==> config.mk <==
export PLATFORM = sky130hd
export DESIGN_NAME = ecds_dual_mult_seq
export DESIGN_NICKNAME = d
export VERILOG_FILES = /design/src/rtl/ecds_pkg.sv /design/src/rtl/ecds_bit_index.sv /design/src/rtl/ecds_unit_port.sv /design/src/rtl/ecds_addend_mux.sv /design/src/rtl/ecds_dual_mult_seq.sv
export SDC_FILE = /design/constraint.sdc
export NUM_CORES = 1
export LEC_CHECK = 0
export ABC_AREA = 1
export BUFFER_PORTS_ARGS = -buffer_cell sky130_fd_sc_hd__buf_2
export CAP_MARGIN = 15
export CELL_PAD_IN_SITES_DETAIL_PLACEMENT = 1
export CELL_PAD_IN_SITES_GLOBAL_PLACEMENT = 2
export CORE_MARGIN = 2
export CORE_UTILIZATION = 27
export DETAILED_ROUTE_END_ITERATION = 12
export PLACE_DENSITY_LB_ADDON = 0.15
export SYNTH_ARGS = -nofsm -noshare
export SYNTH_HDL_FRONTEND = slang
export SYNTH_HIERARCHICAL = 1
export SYNTH_SLANG_ARGS = --single-unit
==> constraint.sdc <==
create_clock -name clk -period 3.1 [get_ports clk]
set_input_delay 0.31 -clock clk [delete_from_list [all_inputs] [get_ports clk]]
set_output_delay 0.31 -clock clk [all_outputs]
set_load 0.02 [all_outputs]
==> src/rtl/ecds_pkg.sv <==
// Shared types for the dual-scalar multiplication sequencer.
package ecds_pkg;

    // Sequencer phases: precompute, then per-bit double and add.
    typedef enum logic [2:0] {
        ST_IDLE     = 3'd0,
        ST_PRE_GO   = 3'd1,
        ST_PRE_WAIT = 3'd2,
        ST_DBL_GO   = 3'd3,
        ST_DBL_WAIT = 3'd4,
        ST_ADD_GO   = 3'd5,
        ST_ADD_WAIT = 3'd6,
        ST_FIN      = 3'd7
    } seq_state_t;

    // Scalar bit pair {k_i, l_i}.
    typedef enum logic [1:0] {
        PAIR_NONE = 2'b00,
        PAIR_L    = 2'b01,
        PAIR_K    = 2'b10,
        PAIR_BOTH = 2'b11
    } bit_pair_t;

endpackage

==> src/rtl/ecds_bit_index.sv <==
// Down-counting scalar bit index.
// It loads NBITS-1 and steps towards 0, and it flags the last bit.
// It assumes that step is never raised at index 0.
module ecds_bit_index #(
    parameter int unsigned NBITS = 16,
    localparam int unsigned IW   = (NBITS > 1) ? $clog2(NBITS) : 1
) (
    input  logic          clk,
    input  logic          rst_n,
    input  logic          load,
    input  logic          step,
    output logic [IW-1:0] idx,
    output logic          last
);
    localparam logic [IW-1:0] TOP_IDX = IW'(NBITS - 1);

    // Index register: load the top bit, or move one bit down.
    always_ff @(posedge clk) begin
        if (!rst_n)     idx <= '0;
        else if (load)  idx <= TOP_IDX;
        else if (step)  idx <= idx - 1'b1;
    end

    // Last-bit flag for the loop exit.
    always_comb last = (idx == '0);
endmodule

==> src/rtl/ecds_unit_port.sv <==
// Command-side tracker for one external point unit.
// It turns an issue strobe into a one-cycle request pulse.
// It keeps a pending flag until the response arrives.
// It assumes the unit returns exactly one response per request.
module ecds_unit_port (
    input  logic clk,
    input  logic rst_n,
    input  logic issue,
    input  logic rsp_valid,
    output logic req,
    output logic pend
);
    // Request pulse: registered copy of the issue strobe.
    always_ff @(posedge clk) begin
        if (!rst_n) req <= 1'b0;
        else        req <= issue;
    end

    // Outstanding flag: set on issue, cleared by the response.
    always_ff @(posedge clk) begin
        if (!rst_n)         pend <= 1'b0;
        else if (issue)     pend <= 1'b1;
        else if (rsp_valid) pend <= 1'b0;
    end
endmodule

==> src/rtl/ecds_addend_mux.sv <==
// Operand selection for the per-bit addition.
// The scalar bit pair picks the addend among S, P and R.
// On a 00 pair it routes the dummy accumulator and S instead of the real accumulator.
// Purely combinational.
module ecds_addend_mux
    import ecds_pkg::*;
#(
    parameter int unsigned CW = 16,
    localparam int unsigned PW = 3 * CW
) (
    input  bit_pair_t     pair,
    input  logic [PW-1:0] acc_pt,
    input  logic [PW-1:0] dummy_pt,
    input  logic [PW-1:0] sum_pt,
    input  logic [PW-1:0] p_pt,
    input  logic [PW-1:0] r_pt,
    output logic [PW-1:0] op_a,
    output logic [PW-1:0] op_b,
    output logic          is_dummy
);
    // Addend and accumulator choice from the bit pair.
    always_comb begin
        op_a     = acc_pt;
        is_dummy = 1'b0;
        unique case (pair)
            PAIR_BOTH: op_b = sum_pt;
            PAIR_K:    op_b = p_pt;
            PAIR_L:    op_b = r_pt;
            default: begin
                op_b     = sum_pt;
                op_a     = dummy_pt;
                is_dummy = 1'b1;
            end
        endcase
    end
endmodule

==> src/rtl/ecds_dual_mult_seq.sv <==
// Constant-time dual-scalar multiplication sequencer, Q = k*P + l*R.
// It first forms S = P + R, then scans both scalars from the top bit down.
// Each iteration is one doubling of Q followed by one addition. A 00 pair adds into a dummy T.
// It assumes the external units handle the all-zero point at infinity.
// It assumes each unit answers each request exactly once.
module ecds_dual_mult_seq
    import ecds_pkg::*;
#(
    parameter int unsigned NBITS = 16,
    parameter int unsigned CW    = 16,
    parameter logic [3*CW-1:0] BASE_PT = 48'h1234_0042_0001,
    localparam int unsigned PW   = 3 * CW,
    localparam int unsigned IW   = (NBITS > 1) ? $clog2(NBITS) : 1
) (
    input  logic             clk,
    input  logic             rst_n,
    input  logic             start,
    input  logic             use_base,
    input  logic [NBITS-1:0] k_in,
    input  logic [NBITS-1:0] l_in,
    input  logic [PW-1:0]    p_in,
    input  logic [PW-1:0]    r_in,
    output logic             done,
    output logic [PW-1:0]    q_out,
    output logic             add_req,
    output logic [PW-1:0]    add_a,
    output logic [PW-1:0]    add_b,
    input  logic             add_rsp_valid,
    input  logic [PW-1:0]    add_res,
    output logic             dbl_req,
    output logic [PW-1:0]    dbl_in,
    input  logic             dbl_rsp_valid,
    input  logic [PW-1:0]    dbl_res
);
    localparam logic [PW-1:0] INF_PT = '0;

    seq_state_t       state;
    logic [NBITS-1:0] k_r, l_r;
    logic [PW-1:0]    p_r, r_r, s_r, q_r, t_r;
    logic [IW-1:0]    idx;
    logic             last;
    logic             add_pend, dbl_pend;
    logic             add_issue, dbl_issue;
    logic             accept, add_back, dbl_back, step;
    bit_pair_t        pair;
    logic [PW-1:0]    sel_a, sel_b;
    logic             sel_dummy;

    // Handshake events derived from the state.
    always_comb begin
        accept    = (state == ST_IDLE) && start;
        add_issue = (state == ST_PRE_GO) || (state == ST_ADD_GO);
        dbl_issue = (state == ST_DBL_GO);
        add_back  = ((state == ST_PRE_WAIT) || (state == ST_ADD_WAIT)) && add_rsp_valid;
        dbl_back  = (state == ST_DBL_WAIT) && dbl_rsp_valid;
        step      = (state == ST_ADD_WAIT) && add_rsp_valid && !last;
        pair      = bit_pair_t'({k_r[idx], l_r[idx]});
    end

    ecds_bit_index #(.NBITS(NBITS)) u_idx (
        .clk  (clk),
        .rst_n(rst_n),
        .load (accept),
        .step (step),
        .idx  (idx),
        .last (last)
    );

    ecds_unit_port u_add_port (
        .clk      (clk),
        .rst_n    (rst_n),
        .issue    (add_issue),
        .rsp_valid(add_rsp_valid),
        .req      (add_req),
        .pend     (add_pend)
    );

    ecds_unit_port u_dbl_port (
        .clk      (clk),
        .rst_n    (rst_n),
        .issue    (dbl_issue),
        .rsp_valid(dbl_rsp_valid),
        .req      (dbl_req),
        .pend     (dbl_pend)
    );

    ecds_addend_mux #(.CW(CW)) u_mux (
        .pair    (pair),
        .acc_pt  (q_r),
        .dummy_pt(t_r),
        .sum_pt  (s_r),
        .p_pt    (p_r),
        .r_pt    (r_r),
        .op_a    (sel_a),
        .op_b    (sel_b),
        .is_dummy(sel_dummy)
    );

    // Phase sequencing: precompute, then double/add per bit, then finish.
    always_ff @(posedge clk) begin
        if (!rst_n) begin
            state <= ST_IDLE;
        end else begin
            unique case (state)
                ST_IDLE:     if (start) state <= ST_PRE_GO;
                ST_PRE_GO:   state <= ST_PRE_WAIT;
                ST_PRE_WAIT: if (add_rsp_valid) state <= ST_DBL_GO;
                ST_DBL_GO:   state <= ST_DBL_WAIT;
                ST_DBL_WAIT: if (dbl_rsp_valid) state <= ST_ADD_GO;
                ST_ADD_GO:   state <= ST_ADD_WAIT;
                ST_ADD_WAIT: if (add_rsp_valid) state <= last ? ST_FIN : ST_DBL_GO;
                default:     state <= ST_IDLE;
            endcase
        end
    end

    // Operand capture at the accepted start.
    always_ff @(posedge clk) begin
        if (!rst_n) begin
            k_r <= '0;
            l_r <= '0;
            p_r <= '0;
            r_r <= '0;
        end else if (accept) begin
            k_r <= k_in;
            l_r <= l_in;
            p_r <= use_base ? BASE_PT : p_in;
            r_r <= r_in;
        end
    end

    // Sum point register, written by the precompute addition.
    always_ff @(posedge clk) begin
        if (!rst_n)                                         s_r <= '0;
        else if (add_back && (state == ST_PRE_WAIT))        s_r <= add_res;
    end

    // Real accumulator: cleared at start, updated by doublings and non-dummy additions.
    always_ff @(posedge clk) begin
        if (!rst_n)                                         q_r <= INF_PT;
        else if (accept)                                    q_r <= INF_PT;
        else if (dbl_back)                                  q_r <= dbl_res;
        else if (add_back && (state == ST_ADD_WAIT) && !sel_dummy) q_r <= add_res;
    end

    // Dummy accumulator: cleared at start, updated only by 00-pair additions.
    always_ff @(posedge clk) begin
        if (!rst_n)                                         t_r <= INF_PT;
        else if (accept)                                    t_r <= INF_PT;
        else if (add_back && (state == ST_ADD_WAIT) && sel_dummy) t_r <= add_res;
    end

    // Outward operands and status.
    always_comb begin
        if ((state == ST_PRE_GO) || (state == ST_PRE_WAIT)) begin
            add_a = p_r;
            add_b = r_r;
        end else begin
            add_a = sel_a;
            add_b = sel_b;
        end
        dbl_in = q_r;
        q_out  = q_r;
        done   = (state == ST_FIN);
    end
endmodule

==> flow_summary_export.csv, run 1 <==
group,metric,value,unit
job,cap_violations,0,
drt,dr.first_iter.drc_count,627,
sta,final_hold_viol_count,0,
placement,gp_congestion,0.782,
sta,finalMaxSlewViolations,0,
drt,first_pass_iters,6,
logic_synthesis,synth_area,14700,um2
finish,fill_cells,6910,
power,cellLeakagePower,9.56,nW
sta,setup_viol,2,
critical_path,r2r_setup_slack,0.22,ns
grt,gr-total-overflow,0,
finish,area_delta_synth_final,38.6,%
floorplanning,rows,85,
logic_synthesis,yosysWarnings,6,
critical_path,crit_type,"reg -> out",
floorplanning,die_area,56400,um2
placement,pre_cts_slack,0.177,ns
logic_synthesis,syn_area_per_cell,6.19,um2
sta,worst_slew_pin_slew,0.674,ns
power,vdd_ir_drop_max,0.000559,V
logic_synthesis,syn-instance-count,2375,
critical_path,arrival,2.82,ns
floorplanning,top_level_ports,425,
finish,nets,2982,
power,power.density,1060,nW/um2
critical_path,cp-start-kind,"flip-flop",
drt,vias,16409,
min_path,hold_class,"in -> reg",
finish,drive_gt1_share,23.8,%
drt,wl,69500,um
finish,ff_latch_area,5630,um2
placement,placed_cells,3321,
grt,antenna_found_initial,4,
clock_tree,cts_root_buffer,"clkbuf_16",
critical_path,cp.required,2.79,ns
placement,portBuffers,424,
floorplanning,initial_utilization,27.3,%
sta,max_slew_margin,55.1,%
floorplanning,core,53800,um2
drt,vias_per_cell,4.72,
sta,max_freq,319,MHz
sta,holdWs,0.0290,ns
clock_tree,clkLatencyLatePin,0.56,ns
grt,grt_pass1_wl,98200,um
finish,utilization,37.9,%
finish,stdcell_count,3475,
logic_synthesis,synth_nets,2609,
outcome,status,"finished with violations",
sta,skew,0.0257,ns
clock_tree,clockBufferDepth,3,
drt,wire_per_inst,20.0,um
finish,multiInputGateArea,7130,um2
sta,grt_setup_unrepaired,"yes",
grt,grtUsageTotal,22.5,%
min_path,whs_path_depth,3,
clock_tree,cts.htree.levels,2,
sta,fin_crit,3.13,ns
critical_path,end_kind,"output pin",
drt,drt_drc_violations_left,0,
drt,final_antenna_net_count,0,
critical_path,rr_worst_depth,19,
floorplanning,die_w,237,um
clock_tree,cts_tree,"yes",
critical_path,crit_fanout,39,
clock_tree,cts_buffers,38,
sta,setup_ws,-0.0300,ns
grt,grt_pass1_vias,16339,
grt,grt_max_degree,136,
placement,dp_hpwl,43300,um
sta,fin_crit_sh,101,%
floorplanning,die_y,237,um
clock_tree,clock_sinks,281,
outcome,violations,"setup timing",
clock_tree,clkTransAtPathRegs,0.06,ns
==> repair_timing <==
item | in CTS | in global routing
pin swaps | 9 | 13
gates resized for setup | 132 | 179
endpoints found under the setup margin | 96 | 96
hold buffers | 36 | 0
setup buffers | 5 | 15
endpoints found under the hold margin | 36 | 0
gates cloned | 9 | 19
==> critical path: stages (launching register included) <==
cell and delay [ns]:
dfxtp_4 0.39, clkinvlp_4 0.17, nand2_1 0.12, nand3_1 0.07, nand3_1 0.07, nand3_1 0.08
nand2_2 0.12, inv_4 0.06, ha_4 0.18, buf_12 0.15, clkbuf_16 0.23, o21ai_1 0.17
nand2_1 0.07, o21ai_0 0.14, buf_2 0.23
==> layer usage <==
metal | part of all wire [%] | track usage [%] | vias to the layer above | wire, um
met3 | 3.7 | 3.37 | 71 | 2580
met1 | 46 | 29.0 | 7914 | 31700
li1 | - | - | 8089 | -
met4 | 2.0 | 5.66 | 4 | 1390
met5 | 0.027 | 0 | - | 19
met2 | 49 | 39.3 | 331 | 33800
==> area by class of cell <==
type	instances	share of cell area (%)
clock inverters	10	0.614
repair buffers	540	20.7
clock buffers	60	6.07
repair inverters	1	0.0368
inverters	303	5.65
flip-flops and latches	281	27.6
diodes	1	0.0123
multi-input cells	1583	35.0
well taps	696	4.27
==> per-stage QoR <==
stage                     area (um2)  power, mW  setup TNS, ns
after floorplan                14700       9.34              0
after global placement         17100       12.0              0
after detailed placement       17100       12.2              0
after CTS                      19400       19.4          -1.08
after global routing           20400       22.7          -9.00
final                          20400       21.7        -0.0319
==> state kept, by name, summed over array words and instances, names as in the netlist <==
name / cells
dbl_in: 48
p_r: 48
r_r: 48
s_r: 48
t_r: 48
k_r: 16
l_r: 16
u_idx/idx: 4
state: 3
u_add_port/req: 1
u_dbl_port/req: 1
==> power by group <==
part | internal, mW | switching [mW] | leakage [nW]
combinational | 4.95 | 7.41 | 6.59
sequential | 4.17 | 0.391 | 2.29
clock | 2.98 | 1.77 | 0.682
==> final timing paths <==
check / to / start
max reg2reg: dbl_in[22]$_SDFFE_PP0P_ / u_idx/idx[0]$_SDFFE_PN0P_
min reg2reg: k_r[15]$_SDFFE_PN0P_ / k_r[15]$_SDFFE_PN0P_
max: add_a[6] / u_idx/idx[0]$_SDFFE_PN0P_
min: p_r[6]$_SDFFE_PN0P_ / p_in[6]
==> placed cells by master, fill, tap and decap left out, types with 2 or more instances in the layout <==
master and instances:
clkinvlp_4 2, nand3_2 4, ha_4 3, buf_2 344, dlygate4sd3_1 36, buf_6 36, o21ai_0 216, clkinv_2 7
buf_12 27, clkbuf_16 56, nand3_4 3, a21oi_1 130, clkbuf_1 5, nand2_1 615, dfxtp_2 2, buf_16 10
inv_1 294, nand3_1 165, buf_4 71, nand4_1 2, o21ai_2 49, nor2_4 2, nand2_2 12, o21ai_1 60
bufinv_16 3, dfxtp_1 278, clkbuf_8 14, nand2_4 2, nor3_1 3, nor2_1 312, nor2_2 2, inv_2 6
Note: power is estimated with default switching activity, not from simulation.
==> run 2, diff against run 1 <==
--- a/config.mk
+++ b/config.mk
@@ -18,3 +18,4 @@
 export SYNTH_HDL_FRONTEND = slang
 export SYNTH_HIERARCHICAL = 1
 export SYNTH_SLANG_ARGS = --single-unit
+export TNS_END_PERCENT = 50
==> run 2 against run 1 <==
The flow still finishes with violations (setup timing); fmax about the same; setup slack worse by 0.00088 ns; non-clock buffer count is 3 lower; combinational power about the same.
==> flow_summary_export.csv, run 2 (synthesis gave the netlist of run 1 again) <==
group,metric,value,unit
finish,nets,2979,
placement,portBuffers,424,
critical_path,end_kind,"output pin",
placement,dp_hpwl,43300,um
min_path,hold_class,"in -> reg",
placement,dpl_cell_area,17100,um2
floorplanning,die_y,237,um
grt,grt_max_degree,136,
power,clkPwrFrac,22.0,%
clock_tree,cts_tree,"yes",
critical_path,crit_fanout,39,
sta,finalMaxSlewViolations,0,
sta,fin_tns_setup,-0.0420,ns
power,power.density,1060,nW/um2
sta,max_freq,319,MHz
power,vdd_ir_drop_max,0.000558,V
clock_tree,clock_sinks,281,
job,cap_violations,0,
clock_tree,clockBufferDepth,3,
critical_path,max_stage_delay,0.39,ns
sta,grt_setup_unrepaired,"yes",
drt,dr.first_iter.drc_count,675,
drt,first_pass_iters,5,
critical_path,r2r_setup_slack,0.21,ns
clock_tree,cts.htree.levels,2,
power,combPwrFrac,56.8,%
critical_path,path_cells,"clkinvlp_4 > nand2_1 > nand3_1 > nand3_1 > nand3_1 > nand2_2 > inv_2 > ha_4 > buf_12 > clkbuf_16 > o21ai_1 > nand2_1 > o21ai_0 > buf_2",
drt,drt_drc_violations_left,0,
min_path,min_delay_worst_endpoint,"p_r[6]$_SDFFE_PN0P_",
sta,setup_ws,-0.0308,ns
finish,layout_common_cells,"615 x nand2_1, 343 x buf_2, 312 x nor2_1",
power,cellLeakagePower,9.54,nW
critical_path,cp-start-kind,"flip-flop",
grt,grtUsageTotal,22.5,%
floorplanning,rows,85,
grt,grt_pass1_wl,98200,um
grt,grt_pass1_vias,16339,
finish,layout_commonest_cell,"nand2_1",
sta,skew,0.0257,ns
critical_path,rr_worst_depth,19,
floorplanning,die_area,56400,um2
finish,area_delta_synth_final,38.3,%
sta,setup_viol,2,
grt,antenna_found_initial,4,
power,netSwitchingPower,9.53,mW
critical_path,arrival,2.82,ns
sta,fin_crit_sh,101,%
placement,gp_congestion,0.782,
drt,vias_per_cell,4.73,
finish,drive_gt1_share,23.6,%
drt,wl,69300,um
clock_tree,clkTransAtPathRegs,0.06,ns
power,swShare,44.2,%
critical_path,r2r_end,"dbl_in[22]$_SDFFE_PP0P_",
clock_tree,cts_buffers,38,
power,pwr-share-seq,21.1,%
sta,final_hold_viol_count,0,
critical_path,crit_type,"reg -> out",
critical_path,cp.required,2.79,ns
outcome,violations,"setup timing",
critical_path,timing.rr.start,"u_idx/idx[0]$_SDFFE_PN0P_",
power,p_int,12.0,mW
drt,vias,16421,
floorplanning,initial_utilization,27.3,%
drt,wire_per_inst,20.0,um
critical_path,critical-path-slowest-cell,"dfxtp_4",
grt,gr-total-overflow,0,
outcome,status,"finished with violations",
min_path,hp-start,"p_in[6]",
clock_tree,cts_root_buffer,"clkbuf_16",
sta,fin_crit,3.13,ns
sta,max_slew_margin,55.4,%
clock_tree,clkLatencyLatePin,0.56,ns
sta,holdWs,0.0292,ns
critical_path,path_common_cell,"nand3_1",
floorplanning,die_w,237,um
min_path,whs_path_depth,3,
floorplanning,core,53800,um2
drt,final_antenna_net_count,0,
finish,final_area,20300,um2
sta,worst_slew_pin_slew,0.669,ns
floorplanning,top_level_ports,425,
## run 2: metal layers
metal / vias up / part of all wire, % / GRT usage (%)
met5: - / 0.027 / 0
met4: 4 / 2.3 / 5.66
met3: 82 / 4.3 / 3.37
met2: 363 / 48 / 39.3
met1: 7893 / 45 / 29.0
li1: 8079 / - / -
## run 2: timing repair
action / CTS / global route
cloned: 9 / 17
endpoints found under the setup margin: 96 / 96
resized for setup: 130 / 179
pin swaps: 9 / 11
hold endpoints to repair: 36 / 0
setup buffers: 5 / 14
hold buffers: 36 / 0
## run 2: power groups by stage
stage / Sequential [mW] / Combinational (mW) / Clock (mW)
3_5_place_dp: 4.62 / 7.53 / 0
3_3_place_gp: 4.61 / 7.41 / 0
5_1_grt: 4.63 / 13.0 / 5.02
2_1_floorplan: 4.60 / 4.74 / 0
6_report: 4.56 / 12.3 / 4.76
4_1_cts: 4.56 / 9.96 / 4.87
## run 2: stage by stage
step | power, mW | worst slack, ns | instances | util [%]
global placement | 12.0 | 0.239 | 3321 | 31.8
floorplan | 9.34 | 0.405 | 2375 | -
CTS | 19.4 | -0.0675 | 3441 | 36.1
global route | 22.6 | -0.146 | 3472 | 37.8
detailed placement | 12.2 | 0.177 | 3321 | 31.8
finish | 21.6 | -0.0308 | 3472 | 37.8
## run 2: how the worst max path moves through the flow
stage          depth (start not counted)  slack (ns)                       from        end
2_1_floorplan                         17        0.41  u_idx/idx[0]$_SDFFE_PN0P_  add_b[22]
3_3_place_gp                          16        0.24  u_idx/idx[0]$_SDFFE_PN0P_  add_b[15]
3_5_place_dp                          16        0.18  u_idx/idx[0]$_SDFFE_PN0P_  add_b[15]
4_1_cts                               14       -0.07  u_idx/idx[0]$_SDFFE_PN0P_   add_a[2]
5_1_grt                               14       -0.15  u_idx/idx[0]$_SDFFE_PN0P_   add_a[6]
6_report                              14       -0.03  u_idx/idx[0]$_SDFFE_PN0P_   add_a[6]
## run 2: final cells by class
cell class	count	area, um2
diodes	1	2.50
clock buffers	60	1240
clock inverters	10	125
fillers	6906	33500
inverters	303	1150
multi-input cells	1583	7120
flip-flops and latches	281	5630
well taps	696	871
repair buffers	537	4200
repair inverters	1	7.51
## run 2: critical path: cells and delay by family (launching register included)
family | cells | cell delay (ns)
AOI/OAI and AO/OA | 2 | 0.31
buffers and inverters | 5 | 0.85
and+or+nand+nor | 6 | 0.52
adders and majority gates | 1 | 0.18
DFF | 1 | 0.39
==> run 3, diff against run 2 <==
--- a/config.mk
+++ b/config.mk
@@ -18,4 +18,4 @@
 export SYNTH_HDL_FRONTEND = slang
 export SYNTH_HIERARCHICAL = 1
 export SYNTH_SLANG_ARGS = --single-unit
-export TNS_END_PERCENT = 50
+export TNS_END_PERCENT = 30
==> run 3 against run 2 <==
The flow now finishes without violations; setup slack better by 0.036 ns; critical path depth grew 1; clock skew decreased by 0.0034 ns; clock-buffer cell count unchanged; sequential share of layout area grew 0.14 points; routed wire length shrank 1.6%; largest cell class unchanged; utilization shrank 0.18 points; first-iteration DRC count shrank 4.6%; clock power about the same; global-route usage is 0.15 points lower; worst hold slack about the same; cell area decreased by 0.49%.
==> flow_summary_export.csv, run 3 (synthesis gave the netlist of run 1 again) <==
group,metric,value,unit
placement,placed_cells,3321,
drt,drt_drc_violations_left,0,
sta,grt_setup_unrepaired,"yes",
grt,grt_pass1_vias,16309,
grt,grt_max_degree,136,
drt,vias,16273,
grt,gr-total-overflow,0,
clock_tree,cts_buffers,38,
clock_tree,clkTransAtPathRegs,0.06,ns
sta,fin_crit,3.10,ns
floorplanning,rows,85,
drt,vias_per_cell,4.70,
grt,grt_pass1_wl,97700,um
power,cellLeakagePower,9.48,nW
sta,worst_slew_pin_slew,0.668,ns
finish,drive_gt1_share,24.3,%
sta,holdWs,0.0291,ns
finish,final_area,20200,um2
sta,finalMaxSlewViolations,0,
critical_path,cp.required,2.79,ns
finish,nets,2970,
finish,layout_commonest_cell,"nand2_1",
power,power.density,1030,nW/um2
critical_path,crit_fanout,8,
placement,gp_congestion,0.782,
sta,skew,0.0223,ns
drt,wl,68200,um
drt,highest_layer,"met5",
grt,antenna_found_initial,4,
placement,dp_hpwl,43300,um
finish,ff_latch_area,5630,um2
critical_path,crit_type,"reg -> out",
outcome,status,"finished clean",
sta,max_slew_margin,55.5,%
grt,grtUsageTotal,22.4,%
floorplanning,initial_utilization,27.3,%
drt,wl_met1,31000,um
sta,setup_viol,0,
drt,wl_met3,2780,um
drt,dr.first_iter.drc_count,644,
drt,met2WireLength,33000,um
sta,max_freq,323,MHz
finish,fill_cells,6917,
power,p_total,20.9,mW
sta,final_hold_viol_count,0,
placement,dpl_cell_area,17100,um2
floorplanning,top_level_ports,425,
drt,wire_per_inst,19.7,um
drt,final_antenna_net_count,0,
floorplanning,core,53800,um2
floorplanning,die_y,237,um
critical_path,arrival,2.79,ns
finish,area_delta_synth_final,37.7,%
floorplanning,die_area,56400,um2
sta,fin_tns_setup,0,ns
sta,fin_crit_sh,99.8,%
power,vdd_ir_drop_max,0.000756,V
min_path,hold_class,"in -> reg",
placement,portBuffers,424,
clock_tree,cts_tree,"yes",
clock_tree,clock_sinks,281,
clock_tree,cts_root_buffer,"clkbuf_16",
clock_tree,clockBufferDepth,3,
finish,multiInputGateArea,7200,um2
finish,stdcell_count,3463,
clock_tree,cts.htree.levels,2,
floorplanning,die_w,237,um
critical_path,cp-start-kind,"flip-flop",
critical_path,end_kind,"output pin",
job,cap_violations,0,
drt,first_pass_iters,4,
finish,layout_common_cells,"594 x nand2_1, 346 x buf_2, 312 x nor2_1",
clock_tree,clkLatencyLatePin,0.56,ns
==> run 3: cell count changes in the layout (fill, tap and decap cells not counted), moves of 4 or more <==
cell,delta
buf_4,-7
o21ai_2,+4
nand2_1,-21
o21ai_0,+7
o21ai_1,-12
nand2_2,+21
==> run 3: critical path, cell delays in order, from the launching register on <==
cell and delay (ns):
dfxtp_4 0.39, clkinvlp_4 0.18, nand2_1 0.12, nand3_1 0.07
nand3_1 0.07, nand3_1 0.09, nand2_2 0.12, inv_4 0.06
ha_4 0.36, buf_12 0.16, clkbuf_16 0.18, nand2_2 0.07
nand2_1 0.06, nand2_1 0.05, o21ai_1 0.08, buf_4 0.18
==> run 3: metal layers <==
layer | vias up | GRT usage [%]
met5 | - | 0
met3 | 70 | 3.30
met2 | 337 | 38.9
met4 | 4 | 5.45
met1 | 7796 | 29.0
li1 | 8066 | -
==> run 3: metrics by stage <==
stage	worst slack, ns	util, %
2_1_floorplan	0.405	-
3_3_place_gp	0.239	31.8
3_5_place_dp	0.177	31.8
4_1_cts	-0.0764	36.0
5_1_grt	-0.151	37.6
6_report	0.00484	37.6
==> run 3: cell type report <==
type	count	share of cell area (%)
clock buffers	60	6.11
repair buffers	528	19.9
multi-input cells	1583	35.6
repair inverters	1	0.0371
clock inverters	10	0.618
inverters	303	5.68
diodes	1	0.0124
flip-flops and latches	281	27.8
well taps	696	4.30
==> run 3: path summary, 6_finish.rpt <==
| path | slack (ns) | to | start | cells past startpoint |
|---|---|---|---|---|
| min reg2reg | 0.46 | k_r[15]$_SDFFE_PN0P_ | k_r[15]$_SDFFE_PN0P_ | 2 |
| max reg2reg | 0.42 | dbl_in[22]$_SDFFE_PP0P_ | u_idx/idx[0]$_SDFFE_PN0P_ | 16 |
| max | 0.005 | add_b[34] | u_idx/idx[0]$_SDFFE_PN0P_ | 15 |
| min | 0.03 | p_r[38]$_SDFFE_PN0P_ | p_in[38] | 3 |
==> run 3: power by group <==
part           total [mW]  switching (mW)  internal [mW]
combinational        11.6            7.17           4.44
sequential           4.56           0.390           4.17
clock                4.75            1.77           2.98
==> run 3: timing repair <==
action,CTS,global route
gates cloned,8,14
pin swaps,7,26
buffers inserted,5,9
resized for setup,121,203
endpoints found under the setup margin,96,96
endpoints found under the hold margin,36,0
hold buffers,36,0
